## src/rtl/cpu_ctl_pkg.sv

```systemverilog
package cpu_ctl_pkg;
  localparam int INSTR_W = 32;
  localparam int OPC_W   = 6;
  localparam int FUN_W   = 6;
  localparam int CLS_W   = 2;
  localparam int ALU_W   = 3;
  localparam int OPC_LSB = INSTR_W - OPC_W;

  localparam logic [OPC_W-1:0] OPC_RRR  = 6'd0;
  localparam logic [OPC_W-1:0] OPC_JMP  = 6'd2;
  localparam logic [OPC_W-1:0] OPC_BEQ  = 6'd4;
  localparam logic [OPC_W-1:0] OPC_LDW  = 6'd35;
  localparam logic [OPC_W-1:0] OPC_STW  = 6'd43;

  localparam logic [FUN_W-1:0] FUN_ADD  = 6'd32;
  localparam logic [FUN_W-1:0] FUN_SUB  = 6'd34;
  localparam logic [FUN_W-1:0] FUN_AND  = 6'd36;
  localparam logic [FUN_W-1:0] FUN_OR   = 6'd37;
  localparam logic [FUN_W-1:0] FUN_SLT  = 6'd42;

  typedef enum logic [CLS_W-1:0] {
    CLS_ADDR = 2'b00,
    CLS_CMP  = 2'b01,
    CLS_FUNC = 2'b10,
    CLS_RSVD = 2'b11
  } alu_class_e;

  typedef enum logic [ALU_W-1:0] {
    ALU_AND = 3'b000,
    ALU_OR  = 3'b001,
    ALU_ADD = 3'b010,
    ALU_SUB = 3'b110,
    ALU_SLT = 3'b111
  } alu_op_e;

  typedef struct packed {
    logic reg_dst;
    logic alu_src;
    logic mem_to_reg;
    logic reg_wr;
    logic mem_rd;
    logic mem_wr;
    logic branch;
    logic jump;
  } ctl_bits_t;
endpackage

```

## src/rtl/cpu_ctl_main_dec.sv

```systemverilog
module cpu_ctl_main_dec
  import cpu_ctl_pkg::*;
(
  input  logic [OPC_W-1:0] opcode,
  output ctl_bits_t        ctl,
  output alu_class_e       cls
);
  always_comb begin
    ctl = '0;
    cls = CLS_ADDR;
    unique case (opcode)
      OPC_RRR: begin
        ctl.reg_dst = 1'b1;
        ctl.reg_wr  = 1'b1;
        cls         = CLS_FUNC;
      end
      OPC_LDW: begin
        ctl.alu_src    = 1'b1;
        ctl.mem_to_reg = 1'b1;
        ctl.reg_wr     = 1'b1;
        ctl.mem_rd     = 1'b1;
      end
      OPC_STW: begin
        ctl.alu_src = 1'b1;
        ctl.mem_wr  = 1'b1;
      end
      OPC_BEQ: begin
        ctl.branch = 1'b1;
        cls        = CLS_CMP;
      end
      OPC_JMP: ctl.jump = 1'b1;
      default: ;
    endcase
  end


  always_comb begin
    excl_side_effect_chk: assert ($onehot0({ctl.mem_rd, ctl.mem_wr, ctl.branch, ctl.jump}))
      else $error("more than one memory/flow control high");
  end


  always_comb begin
    no_wr_with_store_chk: assert (!(ctl.reg_wr && (ctl.mem_wr || ctl.branch || ctl.jump)))
      else $error("register write alongside store/branch/jump");
  end
endmodule

```

## src/rtl/cpu_ctl_alu_dec.sv

```systemverilog
module cpu_ctl_alu_dec
  import cpu_ctl_pkg::*;
(
  input  alu_class_e       cls,
  input  logic [FUN_W-1:0] funct,
  output alu_op_e          op
);
  alu_op_e fun_op;

  always_comb begin
    unique case (funct)
      FUN_ADD: fun_op = ALU_ADD;
      FUN_SUB: fun_op = ALU_SUB;
      FUN_AND: fun_op = ALU_AND;
      FUN_OR:  fun_op = ALU_OR;
      FUN_SLT: fun_op = ALU_SLT;
      default: fun_op = ALU_ADD;
    endcase
  end

  always_comb begin
    unique case (cls)
      CLS_CMP:  op = ALU_SUB;
      CLS_FUNC: op = fun_op;
      default:  op = ALU_ADD;
    endcase
  end


  always_comb begin
    legal_alu_op_chk: assert (op inside {ALU_AND, ALU_OR, ALU_ADD, ALU_SUB, ALU_SLT})
      else $error("ALU code outside the defined set");
  end
endmodule

```

## src/rtl/cpu_ctl_decoder.sv

```systemverilog
module cpu_ctl_decoder
  import cpu_ctl_pkg::*;
(
  input  logic [INSTR_W-1:0] instr,
  output logic               reg_dst,
  output logic               alu_src,
  output logic               mem_to_reg,
  output logic               reg_wr,
  output logic               mem_rd,
  output logic               mem_wr,
  output logic               branch,
  output logic               jump,
  output logic [CLS_W-1:0]   alu_class,
  output logic [ALU_W-1:0]   alu_op
);
  logic [OPC_W-1:0] opc_fld;
  logic [FUN_W-1:0] fun_fld;
  ctl_bits_t        ctl;
  alu_class_e       cls;
  alu_op_e          op;

  assign opc_fld = instr[INSTR_W-1:OPC_LSB];
  assign fun_fld = instr[FUN_W-1:0];

  cpu_ctl_main_dec u_main (
    .opcode (opc_fld),
    .ctl    (ctl),
    .cls    (cls)
  );

  cpu_ctl_alu_dec u_alu (
    .cls   (cls),
    .funct (fun_fld),
    .op    (op)
  );

  assign reg_dst    = ctl.reg_dst;
  assign alu_src    = ctl.alu_src;
  assign mem_to_reg = ctl.mem_to_reg;
  assign reg_wr     = ctl.reg_wr;
  assign mem_rd     = ctl.mem_rd;
  assign mem_wr     = ctl.mem_wr;
  assign branch     = ctl.branch;
  assign jump       = ctl.jump;
  assign alu_class  = cls;
  assign alu_op     = op;


  always_comb begin
    branch_subtracts_chk: assert (!ctl.branch || op == ALU_SUB)
      else $error("branch without subtract");
  end


  always_comb begin
    mem_addr_adds_chk: assert (!(ctl.mem_rd || ctl.mem_wr) || op == ALU_ADD)
      else $error("memory access without address add");
  end
endmodule

```

## config.mk

```make
export PLATFORM = sky130hd
export DESIGN_NAME = cpu_ctl_decoder
export DESIGN_NICKNAME = d
export VERILOG_FILES = /design/src/rtl/cpu_ctl_pkg.sv /design/src/rtl/cpu_ctl_main_dec.sv /design/src/rtl/cpu_ctl_alu_dec.sv /design/src/rtl/cpu_ctl_decoder.sv
export SDC_FILE = /design/constraint.sdc
export NUM_CORES = 1
export LEC_CHECK = 0
export BUFFER_PORTS_ARGS = -buffer_cell sky130_fd_sc_hd__buf_2
export CAP_MARGIN = 10
export CELL_PAD_IN_SITES_DETAIL_PLACEMENT = 1
export CELL_PAD_IN_SITES_GLOBAL_PLACEMENT = 1
export CORE_MARGIN = 1
export CORE_UTILIZATION = 15
export DETAILED_ROUTE_END_ITERATION = 7
export PLACE_DENSITY = 0.9
export SYNTH_ARGS = -nofsm -noshare
export SYNTH_HDL_FRONTEND = slang
export SYNTH_HIERARCHICAL = 1
export SYNTH_SLANG_ARGS = --single-unit
```

## constraint.sdc

```tcl
create_clock -name vclk -period 5
set_input_delay 0.5 -clock vclk [all_inputs]
set_output_delay 0.5 -clock vclk [all_outputs]
set_load 0.01 [all_outputs]
```

==> results_dict.tcl, run 1 <==
set metrics [dict create \
    outcome "completed" \
    viasPerCell 4.65 \
    muxShareOfSynthArea_pct 0 \
    start_util_pct 16.8 \
    crit_fanout 4 \
    finalCritPeriodShare_pct 60.3 \
    grt_pass1_vias 286 \
    drc 0 \
    antenna_cells 0 \
    worstSetupEndpointType "output port" \
    worstPathCellList "buf_2 -> or4_4 -> nor3b_1 -> inv_1 -> ha_1 -> nand4bb_1 -> o22ai_1 -> buf_2" \
    synth_top_cell_by_area "nand4bb_1" \
    rsz0062_at_grt "no" \
    drt_iter0_drc 7 \
    io_buffers 25 \
    antenna_found_initial 0 \
    io_pins 45 \
    final-hold-violation-count 0 \
    maxCapViolations 0 \
    required_ns 4.50 \
    synth_common_cells "nor3_1 (5), inv_1 (3), nand4bb_1 (3), nor3b_1 (3)" \
    core_area_mm2 0.00137 \
    fmax_ghz 0.331 \
    die_x_um 41.2 \
    holdWs_ns 1.29 \
    antenna_left 0 \
    rows 13 \
    grt_pass1_wl_um 1190 \
    num_vias 321 \
    syn_area_per_cell_um2 7.43 \
    cts_resized 0 \
    syn-num-nets 65 \
    wl_um 794 \
    p_leak_nw 0.170 \
    synth-simple-area-share_pct 64.1 \
    seq_area_frac_synth_pct 0 \
    layout.nets 90 \
    maxSlewViolCount 0 \
    die_y_um 41.2 \
    wire_per_inst_um 11.5 \
    synth_area_leaders "nand4bb_1 (15%), ha_1 (11%), nor3_1 (11%), nor3b_1 (9.8%), a2111oi_2 (6.5%)" \
    grt_max_degree 9 \
    synth_compound_area_share_pct 13.6 \
    synth_top_family_by_area "simple AND/OR/NAND/NOR gates" \
    cp_top_family "simple AND/OR/NAND/NOR gates" \
    synth_fa_ha_area_share_pct 10.9 \
    period_needed_ns 3.02 \
    die-area_mm2 0.00170 \
    yosys_warnings 6 \
    synth_cells 31 \
    path_class "input port to output port" \
    cpMostUsedCell "buf_2" \
    numSequentialCells 0 \
    cp-startpoint "instr[30]" \
    yosys.area.top_type_share_pct 14.7 \
    overflow 0 \
    regArea_um2 0 \
    timing.slew.headroom_pct 73.5 \
    hp-class "input port to output port" \
    finalSetupTns_ns 0 \
    syn-cell-area_um2 230 \
    cp_slowest_cell "or4_4" \
    synth_most_common_cell "nor3_1" \
    ctsHoldBuffers 0 \
    max_stage_delay_ns 0.54 \
    syn_to_final_growth_pct 56.0 \
    firstDrtPassIters 2 \
    tightest_slew_ns 0.394 \
    ir_drop_mv 0.0151 \
    dp_hpwl_um 709 \
    gp_congestion 0.694 \
    hp-start "instr[30]" \
    clock_buffer_count 0 \
    ys_types 17 \
    cp.buffers_inverters 3 \
    grt_usage_pct 9.85 \
    synth_xor_area_share_pct 0 \
    powerDensity_mw_per_mm2 43.0 \
    worstSetupStartpointType "input port" \
    drive_gt1_share_pct 51.9 \
    post-cts-setup-buffer-count 0 \
    worstPathArrival_ns 2.52 \
    finalSetupViolations 0 \
]
[per-stage QoR]
| stage | total power, mW | std cells | utilization, % | worst slack, ns | area, um^2 |
|---|---|---|---|---|---|
| after floorplan | 0.00567 | 31 | - | 2.15 | 230 |
| after global placement | 0.0147 | 69 | 26.3 | 2.06 | 359 |
| after detailed placement | 0.0155 | 69 | 26.3 | 1.94 | 359 |
| after CTS | 0.0156 | 69 | 26.3 | 1.94 | 359 |
| after global routing | 0.0170 | 69 | 26.3 | 1.77 | 359 |
| final | 0.0154 | 69 | 26.3 | 1.98 | 359 |
[cell families after synthesis]
kind of cell / Yosys count
adder cells (fa/ha/maj): 2
AND/OR/NAND/NOR: 20
buffers and inverters: 5
AO/OA/AOI/OAI: 4
[layer usage]
metal  vias up  share of wire, %  track usage (%)
met5         -                 0                0
li1        167                 -                -
met2         8                50             17.6
met1       146                45             13.9
met3         0               4.8                0
met4         0                 0                0
[final timing paths]
check | end | cells after the start
worst min-delay path | reg_wr | 3
worst max-delay path | alu_op[2] | 8
[worst min-delay path: cells and delay by family]
family / cells / cell delay, ns
buf+inv: 2 / 0.24
compound gates: 1 / 0.04
[cells in the final DEF, fill, tap and decap left out, drive strengths merged]
cell / n
nand4b: 1
nor3: 5
inv: 3
or4: 1
nand4bb: 3
or3b: 1
and4bb: 1
a21oi: 2
and3: 1
ha: 2
nor3b: 3
a2111oi: 1
o22ai: 1
nor2: 2
nand3: 1
buf: 25
or3: 1
[area by class of cell]
type,count,area [um^2]
Multi-Input combinational cell,26,204
Fill cell,190,1010
Inverter,3,11.3
Timing Repair Buffer,25,125
Tap cell,15,18.8
[power by group]
part | internal (mW) | switching (mW)
clock network | 0 | 0
logic | 0.00746 | 0.00797
registers | 0 | 0
No activity file was read; power rests on OpenSTA's default activity.
==> run 2: changes to the inputs <==
ABC_AREA = 1   (was default)
CORE_UTILIZATION = 13   (was 15)
PLACE_DENSITY = 0.82   (was 0.9)
clock period = 2.4 ns   (was 5 ns; I/O delays follow)
==> results_dict.tcl, run 2 <==
set metrics [dict create \
    outcome "completed" \
    grt_pass1_wl_um 1150 \
    final-hold-violation-count 0 \
    core_area_mm2 0.00182 \
    worstSetupEndpointType "output port" \
    syn_area_per_cell_um2 4.63 \
    tightest_slew_ns 0.203 \
    synth_cells 57 \
    finalSetupViolations 0 \
    numSequentialCells 0 \
    hp-class "input port to output port" \
    maxSlewViolCount 0 \
    syn-cell-area_um2 264 \
    yosys_warnings 6 \
    rsz0062_at_grt "no" \
    p_leak_nw 0.264 \
    p_int_mw 0.0146 \
    power.switching_mw 0.0200 \
    required_ns 2.16 \
    cts_resized 0 \
    synth_common_cells "inv_1 (15), nor2_1 (14), nand2_1 (11)" \
    worstSetupStartpointType "input port" \
    path_class "input port to output port" \
    antenna_found_initial 0 \
    die_y_um 47.1 \
    firstDrtPassIters 3 \
    syn-num-nets 91 \
    die_x_um 47.1 \
    worstPathArrival_ns 1.53 \
    synth_area_leaders "inv_1 (21%), nor2_1 (20%), nand2_1 (16%), nand3_1 (11%), ha_1 (9.5%)" \
    final_common_cell "buf_2" \
    grt_max_degree 5 \
    wire_per_inst_um 7.35 \
    io_pins 45 \
    drc 0 \
    synth_most_common_cell "inv_1" \
    regArea_um2 0 \
    grt_usage_pct 6.67 \
    maxCapViolations 0 \
    swShare_pct 57.8 \
    antenna_cells 0 \
    power_frac_comb_pct 100.0 \
    powerDensity_mw_per_mm2 85.3 \
    post-cts-setup-buffer-count 0 \
    drt_iter0_drc 6 \
    rows 15 \
    viasPerCell 3.76 \
    io_buffers 25 \
    num_vias 395 \
    holdPathEnd "alu_src" \
    crit_fanout 3 \
    layout.nets 116 \
    drive_gt1_share_pct 40.0 \
    start_util_pct 14.5 \
    fmax_ghz 0.565 \
    clock_buffer_count 0 \
    cp_slowest_cell "ha_1" \
    syn_to_final_growth_pct 53.6 \
    period_needed_ns 1.77 \
    antenna_left 0 \
    fin_util_pct 22.3 \
    timing.slew.headroom_pct 86.4 \
    holdWs_ns 0.766 \
    yosys.area.top_type_share_pct 21.3 \
    dp_hpwl_um 762 \
    overflow 0 \
    final_cell_mix "buf_2 (25), inv_1 (15), nor2_1 (14)" \
    p_clk_share_pct 0 \
    synth_top_cell_by_area "inv_1" \
    finalCritPeriodShare_pct 73.8 \
    final.fill_count 260 \
    ir_drop_mv 0.0248 \
    die-area_mm2 0.00222 \
    seqPwrFrac_pct 0 \
    seq_area_frac_synth_pct 0 \
    ctsHoldBuffers 0 \
    max_stage_delay_ns 0.32 \
    wl_um 772 \
    grt_pass1_vias 328 \
    whs_path_depth 3 \
    gp_congestion 0.592 \
    worstPathCellList "buf_2 -> nor2_1 -> nand2_1 -> nor2_1 -> inv_1 -> ha_1 -> inv_1 -> nand2_1 -> a21oi_2 -> buf_2" \
    finalSetupTns_ns 0 \
    hp-start "instr[28]" \
    ys_types 9 \
]
==> run 2: cell types whose count changed after synthesis, moves of 5 or more <==
| cell | change |
|---|---|
| inv_1 | +12 |
| nor3_1 | -5 |
| nand3_1 | +5 |
| nand2_1 | +11 |
| nor2_1 | +12 |
==> run 2: worst max-delay path, delay by kind of cell <==
kind	cells	cell delay (ns)
AOI/OAI and AO/OA	1	0.09
adders and majority gates	1	0.32
buffers and inverters	4	0.39
and+or+nand+nor	4	0.48
==> run 2: worst max-delay path by stage <==
stage,end,startpoint,depth (start not counted),slack [ns]
floorplan,alu_op[0],instr[30],8,0.83
global placement,alu_op[0],instr[30],10,0.66
detailed placement,alu_op[0],instr[26],10,0.61
CTS,alu_op[0],instr[26],10,0.61
global route,alu_op[0],instr[26],10,0.49
finish,alu_op[0],instr[26],10,0.63
==> run 2: final cells by class <==
type / count / area (um^2) / area share [%]
Multi-Input combinational cell: 38 / 185 / 45.7
Timing Repair Buffer: 25 / 125 / 30.9
Inverter: 17 / 63.8 / 15.7
Tap cell: 25 / 31.3 / 7.72
==> run 2: cell families (layout without fill, tap and decap cells) <==
| kind of cell | after synthesis | count (layout) | share of synthesized area (%) |
|---|---|---|---|
| AND/OR/NAND/NOR | 34 | 34 | 54.0 |
| AO/OA/AOI/OAI | 2 | 2 | 6.64 |
| buffers and inverters | 19 | 42 | 29.9 |
| adder cells (fa/ha/maj) | 2 | 2 | 9.48 |
==> run 2: power by group through the flow <==
stage | clock (mW) | combinational [mW] | sequential [mW]
floorplan | 0 | 0.0169 | 0
global placement | 0 | 0.0336 | 0
detailed placement | 0 | 0.0353 | 0
CTS | 0 | 0.0354 | 0
global route | 0 | 0.0400 | 0
finish | 0 | 0.0346 | 0
==> run 2: layer usage <==
metal | GRT usage, % | part of all wire [%] | vias to the layer above
met5 | 0 | 0 | -
met4 | 0 | 0 | 0
met3 | 0 | 7.8 | 0
met2 | 13.9 | 53 | 16
met1 | 7.95 | 40 | 172
li1 | - | - | 207
==> run 2: through the flow <==
step / power, mW / std cells / instance area, um^2 / worst slack, ns
global placement: 0.0336 / 105 / 405 / 0.658
global route: 0.0400 / 105 / 405 / 0.494
finish: 0.0346 / 105 / 405 / 0.629
floorplan: 0.0169 / 57 / 264 / 0.828
CTS: 0.0354 / 105 / 405 / 0.612
detailed placement: 0.0353 / 105 / 405 / 0.612
==> run 3: changes to the inputs <==
clock period = 1.6 ns   (was 2.4 ns; I/O delays follow)
==> results_dict.tcl, run 3 (same netlist as run 2, synthesis figures left out) <==
set metrics [dict create \
    outcome "completed" \
    timing.slew.headroom_pct 90.6 \
    final-hold-violation-count 0 \
    cp-startpoint "instr[30]" \
    die_x_um 47.1 \
    start_util_pct 14.5 \
    grt_pass1_vias 343 \
    drive_gt1_share_pct 43.2 \
    regArea_um2 0 \
    clock_buffer_count 0 \
    die_y_um 47.1 \
    post-cts-setup-buffer-count 0 \
    viasPerCell 3.79 \
    cp.buffers_inverters 5 \
    cpMostUsedCell "inv_1" \
    max_stage_delay_ns 0.32 \
    powerDensity_mw_per_mm2 127 \
    grt_usage_pct 7.22 \
    numSequentialCells 0 \
    layout.nets 117 \
    wl_um 768 \
    worstSetupStartpointType "input port" \
    final_cell_mix "buf_2 (25), inv_1 (14), nor2_1 (13)" \
    maxCapViolations 0 \
    period_needed_ns 1.52 \
    worstPathCellList "buf_2 -> nor2_1 -> inv_1 -> nor2_1 -> inv_1 -> ha_1 -> inv_1 -> nand2_1 -> a21oi_2 -> buf_2" \
    grt_pass1_wl_um 1240 \
    rsz0062_at_grt "no" \
    core_area_mm2 0.00182 \
    finalSetupTns_ns 0 \
    grt_max_degree 5 \
    tightest_slew_ns 0.140 \
    worstPathArrival_ns 1.36 \
    cp_top_family "buffers and inverters" \
    hp-start "instr[28]" \
    wire_per_inst_um 7.25 \
    rows 15 \
    overflow 0 \
    antenna_left 0 \
    required_ns 1.44 \
    path_class "input port to output port" \
    final_common_cell "buf_2" \
    dp_hpwl_um 770 \
    fin_util_pct 22.8 \
    firstDrtPassIters 1 \
    die-area_mm2 0.00222 \
    io_buffers 25 \
    antenna_found_initial 0 \
    syn_to_final_growth_pct 57.3 \
    io_pins 45 \
    worstSetupEndpointType "output port" \
    cp_slowest_cell "ha_1" \
    hp-class "input port to output port" \
    ir_drop_mv 0.0402 \
    finalCritPeriodShare_pct 95.0 \
    antenna_cells 0 \
    maxSlewViolCount 0 \
    drc 0 \
    fmax_ghz 0.658 \
    p_leak_nw 0.267 \
    num_vias 402 \
    gp_congestion 0.597 \
    crit_fanout 3 \
    drt_iter0_drc 0 \
    finalSetupViolations 0 \
]
-- run 3: cell types whose count changed in the layout (fill, tap and decap cells not counted) --
cell,previous run,this run
buf_4,0,1
inv_2,2,3
nor2_1,14,13
inv_1,15,14
nor2_2,3,4
-- run 3: timing repair --
item                                   4_1_cts  5_1_grt
resized for setup                            0        2
endpoints found under the hold margin        0        0
setup endpoints to repair                    0        2
hold buffers                                 0        0
-- run 3: final timing paths --
path                  slack [ns]  cells after the start   endpoint
worst max-delay path        0.08                     10  alu_op[0]
worst min-delay path        0.61                      3    alu_src
-- run 3: tightest hold or removal path, cell delays in order --
cell and delay (ns):
buf_2 0.12, nor2_1 0.05, buf_2 0.13
-- run 3: final cells by class --
cell class / count / area (um^2)
multi-input combinational: 38 / 188
inverter: 17 / 63.8
fill: 277 / 1410
timing repair buffer: 26 / 133
tap: 25 / 31.3
-- run 3: per-layer routing --
metal  GRT usage [%]  routed length (um)
met1            9.32                 281
met2            14.2                 416
met3               0                  70
met4               0                   0
met5               0                   0
-- run 3: power by group --
group / leakage (nW) / internal (mW) / switching (mW)
Clock: 0 / 0 / 0
Combinational: 0.267 / 0.0225 / 0.0302
Sequential: 0 / 0 / 0
Total: 0.267 / 0.0225 / 0.0302
-- run 3: stage by stage --
stage          total power [mW]  std cells  hold WS, ns  cell area (um^2)  setup slack (ns)
2_1_floorplan            0.0253         57        0.368               264             0.188
3_3_place_gp             0.0507        106        0.602               413            0.0744
5_1_grt                  0.0612        106        0.640               415           0.00468
4_1_cts                  0.0534        106        0.619               413            0.0546
6_report                 0.0527        106        0.613               415            0.0807
3_5_place_dp             0.0532        106        0.618               413            0.0622
